--- src/rtl/tcpu_pkg.sv ---
// Shared encodings and types for the multicycle load/store core.
// Assumes a fixed 16-bit instruction word with 2-bit register fields.
package tcpu_pkg;
    localparam int INSN_W   = 16;
    localparam int NUM_GPR  = 4;
    localparam int RIDX_W   = $clog2(NUM_GPR);
    localparam int IMM_W    = 6;
    localparam int ADDR_W   = IMM_W;
    localparam int MEM_DEPTH = 1 << ADDR_W;

    typedef enum logic [2:0] {
        OP_ADD  = 3'b000,
        OP_LD   = 3'b001,
        OP_ST   = 3'b010,
        OP_BEQ  = 3'b011,
        OP_JMP  = 3'b100,
        OP_HALT = 3'b111
    } opcode_e;

    typedef struct packed {
        logic [2:0]        op;
        logic [RIDX_W-1:0] rd;
        logic [RIDX_W-1:0] rs;
        logic [RIDX_W-1:0] rt2;
        logic              spare;
        logic [IMM_W-1:0]  imm;
    } insn_t;

    typedef struct packed {
        logic wr_reg;
        logic from_mem;
        logic wr_mem;
        logic is_beq;
        logic is_jmp;
        logic is_halt;
    } ctl_t;

    typedef enum logic [1:0] {
        PH_FETCH  = 2'd0,
        PH_EXEC   = 2'd1,
        PH_COMMIT = 2'd2,
        PH_HALT   = 2'd3
    } phase_e;
endpackage

--- src/rtl/tcpu_decode.sv ---
// Instruction decoder: turns the opcode field into control flags.
// Assumes undefined opcodes behave as no-operations that step the PC.
module tcpu_decode
    import tcpu_pkg::*;
(
    input  insn_t insn,
    output ctl_t  ctl
);
    // Map each opcode to its control flags.
    always_comb begin
        ctl = '0;
        case (insn.op)
            OP_ADD:  ctl.wr_reg  = 1'b1;
            OP_LD:   begin ctl.wr_reg = 1'b1; ctl.from_mem = 1'b1; end
            OP_ST:   ctl.wr_mem  = 1'b1;
            OP_BEQ:  ctl.is_beq  = 1'b1;
            OP_JMP:  ctl.is_jmp  = 1'b1;
            OP_HALT: ctl.is_halt = 1'b1;
            default: ctl = '0;
        endcase
    end
endmodule

--- src/rtl/tcpu_regfile.sv ---
// General register file: two combinational read ports, one write port.
// Assumes a synchronous active-low reset that clears every register.
module tcpu_regfile
    import tcpu_pkg::*;
#(
    parameter int DATA_W = 8
)(
    input  logic                      clk,
    input  logic                      rst_n,
    input  logic                      we,
    input  logic [RIDX_W-1:0]         waddr,
    input  logic [DATA_W-1:0]         wdata,
    input  logic [RIDX_W-1:0]         raddr_a,
    input  logic [RIDX_W-1:0]         raddr_b,
    output logic [DATA_W-1:0]         rdata_a,
    output logic [DATA_W-1:0]         rdata_b,
    output logic [NUM_GPR*DATA_W-1:0] flat
);
    logic [DATA_W-1:0] regs_q [NUM_GPR];

    // One storage element per register, cleared on reset.
    for (genvar g = 0; g < NUM_GPR; g++) begin : g_reg
        always_ff @(posedge clk) begin
            if (!rst_n)
                regs_q[g] <= '0;
            else if (we && waddr == RIDX_W'(g))
                regs_q[g] <= wdata;
        end
        assign flat[g*DATA_W +: DATA_W] = regs_q[g];
    end

    assign rdata_a = regs_q[raddr_a];
    assign rdata_b = regs_q[raddr_b];
endmodule

--- src/rtl/tcpu_mem.sv ---
// Unified instruction/data memory, not reset.
// The side load port wins over a core store aimed at the same cycle.
module tcpu_mem
    import tcpu_pkg::*;
(
    input  logic              clk,
    input  logic              ld_we,
    input  logic [ADDR_W-1:0] ld_addr,
    input  logic [INSN_W-1:0] ld_data,
    input  logic              core_we,
    input  logic [ADDR_W-1:0] core_addr,
    input  logic [INSN_W-1:0] core_wdata,
    output logic [INSN_W-1:0] core_rdata,
    input  logic [ADDR_W-1:0] dbg_addr,
    output logic [INSN_W-1:0] dbg_rdata
);
    logic [INSN_W-1:0] words_q [MEM_DEPTH];

    // Write either the side load word or the core store word.
    always_ff @(posedge clk) begin
        if (ld_we)
            words_q[ld_addr] <= ld_data;
        else if (core_we)
            words_q[core_addr] <= core_wdata;
    end

    assign core_rdata = words_q[core_addr];
    assign dbg_rdata  = words_q[dbg_addr];
endmodule

--- src/rtl/tcpu_core.sv ---
// Multicycle core top: fetch, execute and commit phases, one instruction
// per three cycles. Assumes the memory is preloaded through the side port
// before reset is released.
module tcpu_core
    import tcpu_pkg::*;
#(
    parameter int DATA_W   = 8,
    parameter int START_PC = 0
)(
    input  logic                      clk,
    input  logic                      rst_n,
    input  logic                      ld_we,
    input  logic [ADDR_W-1:0]         ld_addr,
    input  logic [INSN_W-1:0]         ld_data,
    input  logic [ADDR_W-1:0]         dbg_addr,
    output logic [INSN_W-1:0]         dbg_mem_q,
    output logic [NUM_GPR*DATA_W-1:0] dbg_rf,
    output logic [ADDR_W-1:0]         dbg_pc,
    output logic                      done
);
    localparam int PAD_W = INSN_W - DATA_W;

    phase_e            phase_q;
    insn_t             ir_q;
    ctl_t              ctl;
    logic [ADDR_W-1:0] pc_q;
    logic [ADDR_W-1:0] ea_q;
    logic [DATA_W-1:0] sum_q;
    logic [DATA_W-1:0] st_data_q;
    logic              eq_q;
    logic              done_q;

    logic [DATA_W-1:0] rd_a;
    logic [DATA_W-1:0] rd_b;
    logic [RIDX_W-1:0] sel_b;
    logic [INSN_W-1:0] mem_q;
    logic [ADDR_W-1:0] mem_addr;
    logic              commit;
    logic              rf_we;
    logic [DATA_W-1:0] rf_wdata;
    logic [ADDR_W-1:0] pc_inc;
    logic [ADDR_W-1:0] pc_next;

    tcpu_decode u_dec (
        .insn (ir_q),
        .ctl  (ctl)
    );

    // The second read port serves the store source or the second operand.
    assign sel_b = ctl.wr_mem ? ir_q.rd : ir_q.rt2;

    tcpu_regfile #(.DATA_W(DATA_W)) u_rf (
        .clk     (clk),
        .rst_n   (rst_n),
        .we      (rf_we),
        .waddr   (ir_q.rd),
        .wdata   (rf_wdata),
        .raddr_a (ir_q.rs),
        .raddr_b (sel_b),
        .rdata_a (rd_a),
        .rdata_b (rd_b),
        .flat    (dbg_rf)
    );

    assign commit   = (phase_q == PH_COMMIT);
    assign mem_addr = (phase_q == PH_FETCH) ? pc_q : ea_q;

    tcpu_mem u_mem (
        .clk        (clk),
        .ld_we      (ld_we),
        .ld_addr    (ld_addr),
        .ld_data    (ld_data),
        .core_we    (commit && ctl.wr_mem),
        .core_addr  (mem_addr),
        .core_wdata ({{PAD_W{1'b0}}, st_data_q}),
        .core_rdata (mem_q),
        .dbg_addr   (dbg_addr),
        .dbg_rdata  (dbg_mem_q)
    );

    // Register write data: the memory low byte for loads, the sum for add.
    assign rf_we    = commit && ctl.wr_reg;
    assign rf_wdata = ctl.from_mem ? mem_q[DATA_W-1:0] : sum_q;

    // Next PC: taken branch, jump target, hold on halt, or step by one.
    assign pc_inc = pc_q + ADDR_W'(1);
    always_comb begin
        if (ctl.is_halt)
            pc_next = pc_q;
        else if (ctl.is_jmp)
            pc_next = ir_q.imm;
        else if (ctl.is_beq && eq_q)
            pc_next = pc_inc + ir_q.imm;
        else
            pc_next = pc_inc;
    end

    // Phase sequencer and per-phase datapath registers.
    always_ff @(posedge clk) begin
        if (!rst_n) begin
            phase_q   <= PH_FETCH;
            ir_q      <= '0;
            pc_q      <= ADDR_W'(START_PC);
            ea_q      <= '0;
            sum_q     <= '0;
            st_data_q <= '0;
            eq_q      <= 1'b0;
            done_q    <= 1'b0;
        end else begin
            case (phase_q)
                PH_FETCH: begin
                    ir_q    <= mem_q;
                    phase_q <= PH_EXEC;
                end
                PH_EXEC: begin
                    ea_q      <= rd_a[ADDR_W-1:0] + ir_q.imm;
                    sum_q     <= rd_a + rd_b;
                    st_data_q <= rd_b;
                    eq_q      <= (rd_a == rd_b);
                    phase_q   <= PH_COMMIT;
                end
                PH_COMMIT: begin
                    pc_q <= pc_next;
                    if (ctl.is_halt) begin
                        done_q  <= 1'b1;
                        phase_q <= PH_HALT;
                    end else begin
                        phase_q <= PH_FETCH;
                    end
                end
                default: phase_q <= PH_HALT;
            endcase
        end
    end

    assign dbg_pc = pc_q;
    assign done   = done_q;
endmodule

--- config.mk ---
export PLATFORM = sky130hd
export DESIGN_NAME = tcpu_core
export DESIGN_NICKNAME = d
export VERILOG_FILES = /design/src/rtl/tcpu_pkg.sv /design/src/rtl/tcpu_decode.sv /design/src/rtl/tcpu_regfile.sv /design/src/rtl/tcpu_mem.sv /design/src/rtl/tcpu_core.sv
export SDC_FILE = /design/constraint.sdc
export NUM_CORES = 2
export LEC_CHECK = 0
export ABC_CLOCK_PERIOD_IN_PS = 9250
export BUFFER_PORTS_ARGS = -buffer_cell sky130_fd_sc_hd__buf_2
export CORE_ASPECT_RATIO = 0.5
export CORE_MARGIN = 2
export CORE_UTILIZATION = 55
export CTS_BUF_LIST = sky130_fd_sc_hd__clkbuf_8
export CTS_CLUSTER_SIZE = 16
export DETAILED_ROUTE_END_ITERATION = 8
export HOLD_SLACK_MARGIN = 0.1
export PLACE_DENSITY = 0.8
export SLEW_MARGIN = 5
export SYNTH_ARGS = -nofsm -noshare
export SYNTH_HDL_FRONTEND = slang
export SYNTH_SLANG_ARGS = --single-unit
export TNS_END_PERCENT = 50
--- constraint.sdc ---
create_clock -name clk -period 9.25 [get_ports clk]
set_clock_uncertainty 0.05 [all_clocks]
set_input_delay 1.3875 -clock clk [delete_from_list [all_inputs] [get_ports clk]]
set_output_delay 1.3875 -clock clk [all_outputs]
set_load 0.05 [all_outputs]
==> metrics.txt <==
worst hold path class=reg2reg; #FFs+latches synth=1105; detailed-route DRC error count=0; die area=0.09827 mm²; number of synthesized flops with an enable pin=1056; vias in the first global route=31865; Slew @ Worst Pin=1322 ps; Max VDD drop=0.09701 mV; Max clock buf depth=3; Vias/cell=7.465; area leader, netlist=edfxtp_1; Setup Fix Bufs, Post-CTS=0; DRT Wirelength=159800 µm; Hold WS=427.1 ps; R2R depth=8; mean area per synthesized cell=18.39 µm²; leak pwr=18.25 nW; GPL Wtd Cong=0.9174; num ports=86; Die X=441.3 µm; reg-to-reg critical path endpoint=u_mem.words_q[57][3]; first-pass GRT wire length=227000 µm; die height=222.7 µm; Vias=32743; total power=0.01089 W; r2r setup slk=3990 ps; Worst-Skew Late Latency=890 ps; Num CTS Buffers=155; Post-Syn Area=0.05260 mm²; DRT Pass-1 Iters=6; synthesized instance count=2860; total clock sinks=1105; total grt overflow=0; TNS Setup=0 ps; placed cells=4094; Initial Util=0.5531; Iteration-0 DRC Markers=6011; Critical Path RT=7810 ps; Final min period=6040 ps; relative max-transition margin=0.1153; GR Util All Layers=0.3291; RSZ-0062 raised after global routing=no; Finish-stage setup viols=0; worst setup path endpoint=dbg_mem_q[15]; crit path capture type=output pin; fraction of registers with async set or reset after synthesis=0; period utilization=0.6530; Non-Filler Instances=4386; Critical Path AT=4600 ps; row cnt=80; H-tree levels=4; number of nets with antenna violations after routing=0; synth top area cells=edfxtp_1 60%, mux4_2 25%, dfxtp_1 1.9%; fmax=165.6 MHz; DR WL/cell=36.43 µm; largest net degree at the start of global routing=100; Final Hold Viols=0; CP Class=in2out; share of cells above drive strength 1=0.3495; initial antenna violation count=10; max-cap viol count=0; crit start category=input port; Root Buffer=clkbuf_8; Core Area=0.09509 mm²; Seq/Total Area, Yosys=0.6216; count of warnings emitted by yosys=0; Yosys top cell area share=0.6029; status=completed; Reg-to-Reg Start=phase_q[1]; Final nets=3032; hold_buf cts=0; Area Growth Syn to Fin=9.979%; distinct cell type count after synthesis=73; Post-synth top flop=edfxtp_1; Worst-path clk slew=70 ps; Slew Viols, Final=0; hold path depth=2; TritonCTS clock tree=yes; crit path from=dbg_addr[1]; Power Density=188.3 mW/mm²; DP HPWL=96070 µm; post-cts resize count=0; net count after synthesis=2912; port bufs=85; CP Max Fanout=74
## per-stage QoR
stage | util | instance area (µm²) | setup WS, ps
4_1_cts | 0.6083 | 57840 | 3188
3_5_place_dp | 0.5771 | 54870 | 3192
6_report | 0.6083 | 57840 | 3210
3_3_place_gp | 0.5771 | 54870 | 3216
2_1_floorplan | - | 52600 | 3617
5_1_grt | 0.6083 | 57840 | 3059
## critical path, stage by stage
cell and delay [ps]:
buf_8 620, buf_12 530, mux4_2 580, mux4_2 550
mux4_2 550, buf_2 250
## flip-flops by register name, indices dropped and copies added, names as in the netlist, named ones only
name,flops
dbg_pc,6
done,1
ea_q,6
eq_q,1
ir_q,15
phase_q,2
st_data_q,8
sum_q,8
u_mem.words_q,1024
u_rf.regs_q,32
## cells in the final DEF, fill, tap and decap left out, drive strengths merged, types with 8 or more instances in the layout
cell    netlist  routed
a21o         15      15
nand3        22      22
a31o         10      10
a21boi       17      17
and3         28      28
mux2         12      12
a22oi        38      38
mux2i        61      61
mux4        577     577
nand3b       10      10
o221ai       12      12
buf          94     178
a211oi        8       8
xnor2        10      10
inv          25      84
o311ai        8       8
and2         21      21
o31a          9       9
nor3b         9       9
a221oi       14      14
clkinv        0      61
a32o          8       8
dfxtp        49      49
clkbuf      121     161
nand2       212     212
xor2          8       8
nor2        150     150
a32oi        11      11
o211ai       32      32
a21oi        19      19
ha           18      18
o21ai        82      82
edfxtp     1056    1056
## logic make-up (layout without fill, tap and decap cells)
group                      after synthesis  count (layout)  share of synthesized area
and+or+nand+nor                        486             486                    0.04116
other                                    0               2                          0
muxes                                  650             650                     0.2613
adders and majority gates               21              21                   0.005424
AOI/OAI and AO/OA                      340             340                    0.04777
DFF                                   1105            1105                     0.6216
buffers and inverters                  240             493                    0.01984
xor gates and xnor gates                18              18                   0.002997
## per-layer routing
layer,wire [µm],GRT usage,share of wire
met1,53890,0.4532,0.34
met2,67440,0.4482,0.42
met3,29720,0.1433,0.19
met4,8642,0.1668,0.054
met5,103,0,0.00064
## report_power, final
group	internal (W)	total, W	leakage, nW	switching [W]
Combinational	0.000582	0.00153	6.61	0.000948
Sequential	0.00554	0.00561	9.95	0.0000768
Clock	0.00178	0.00375	1.70	0.00196
## synth_stat cells, types with 28 or more instances
library cell     n
and3_1          28
dfxtp_1         49
clkbuf_1       120
o211ai_1        32
nor2_1         150
o21ai_0         75
buf_2           38
edfxtp_1      1056
buf_1           34
mux2i_1         61
mux4_2         577
a22oi_1         38
nand2_1        211
## how the worst min path moves through the flow
stage / end / from / slack (ps)
2_1_floorplan: eq_q / eq_q / 390
3_3_place_gp: st_data_q[1] / st_data_q[1] / 400
3_5_place_dp: st_data_q[1] / st_data_q[1] / 420
4_1_cts: st_data_q[1] / st_data_q[1] / 430
5_1_grt: eq_q / eq_q / 460
6_report: eq_q / eq_q / 430
## layout make-up
type | instances | area (µm²)
Clock inverter | 129 | 750.7
Multi-Input combinational cell | 1515 | 19260
Fill cell | 6477 | 37250
Clock buffer | 161 | 2216
Inverter | 25 | 93.84
Tap cell | 1271 | 1590
Timing Repair Buffer | 178 | 1236
Sequential cell | 1105 | 32690
Antenna cell | 2 | 5.005
No activity file was read; power rests on OpenSTA's default activity.
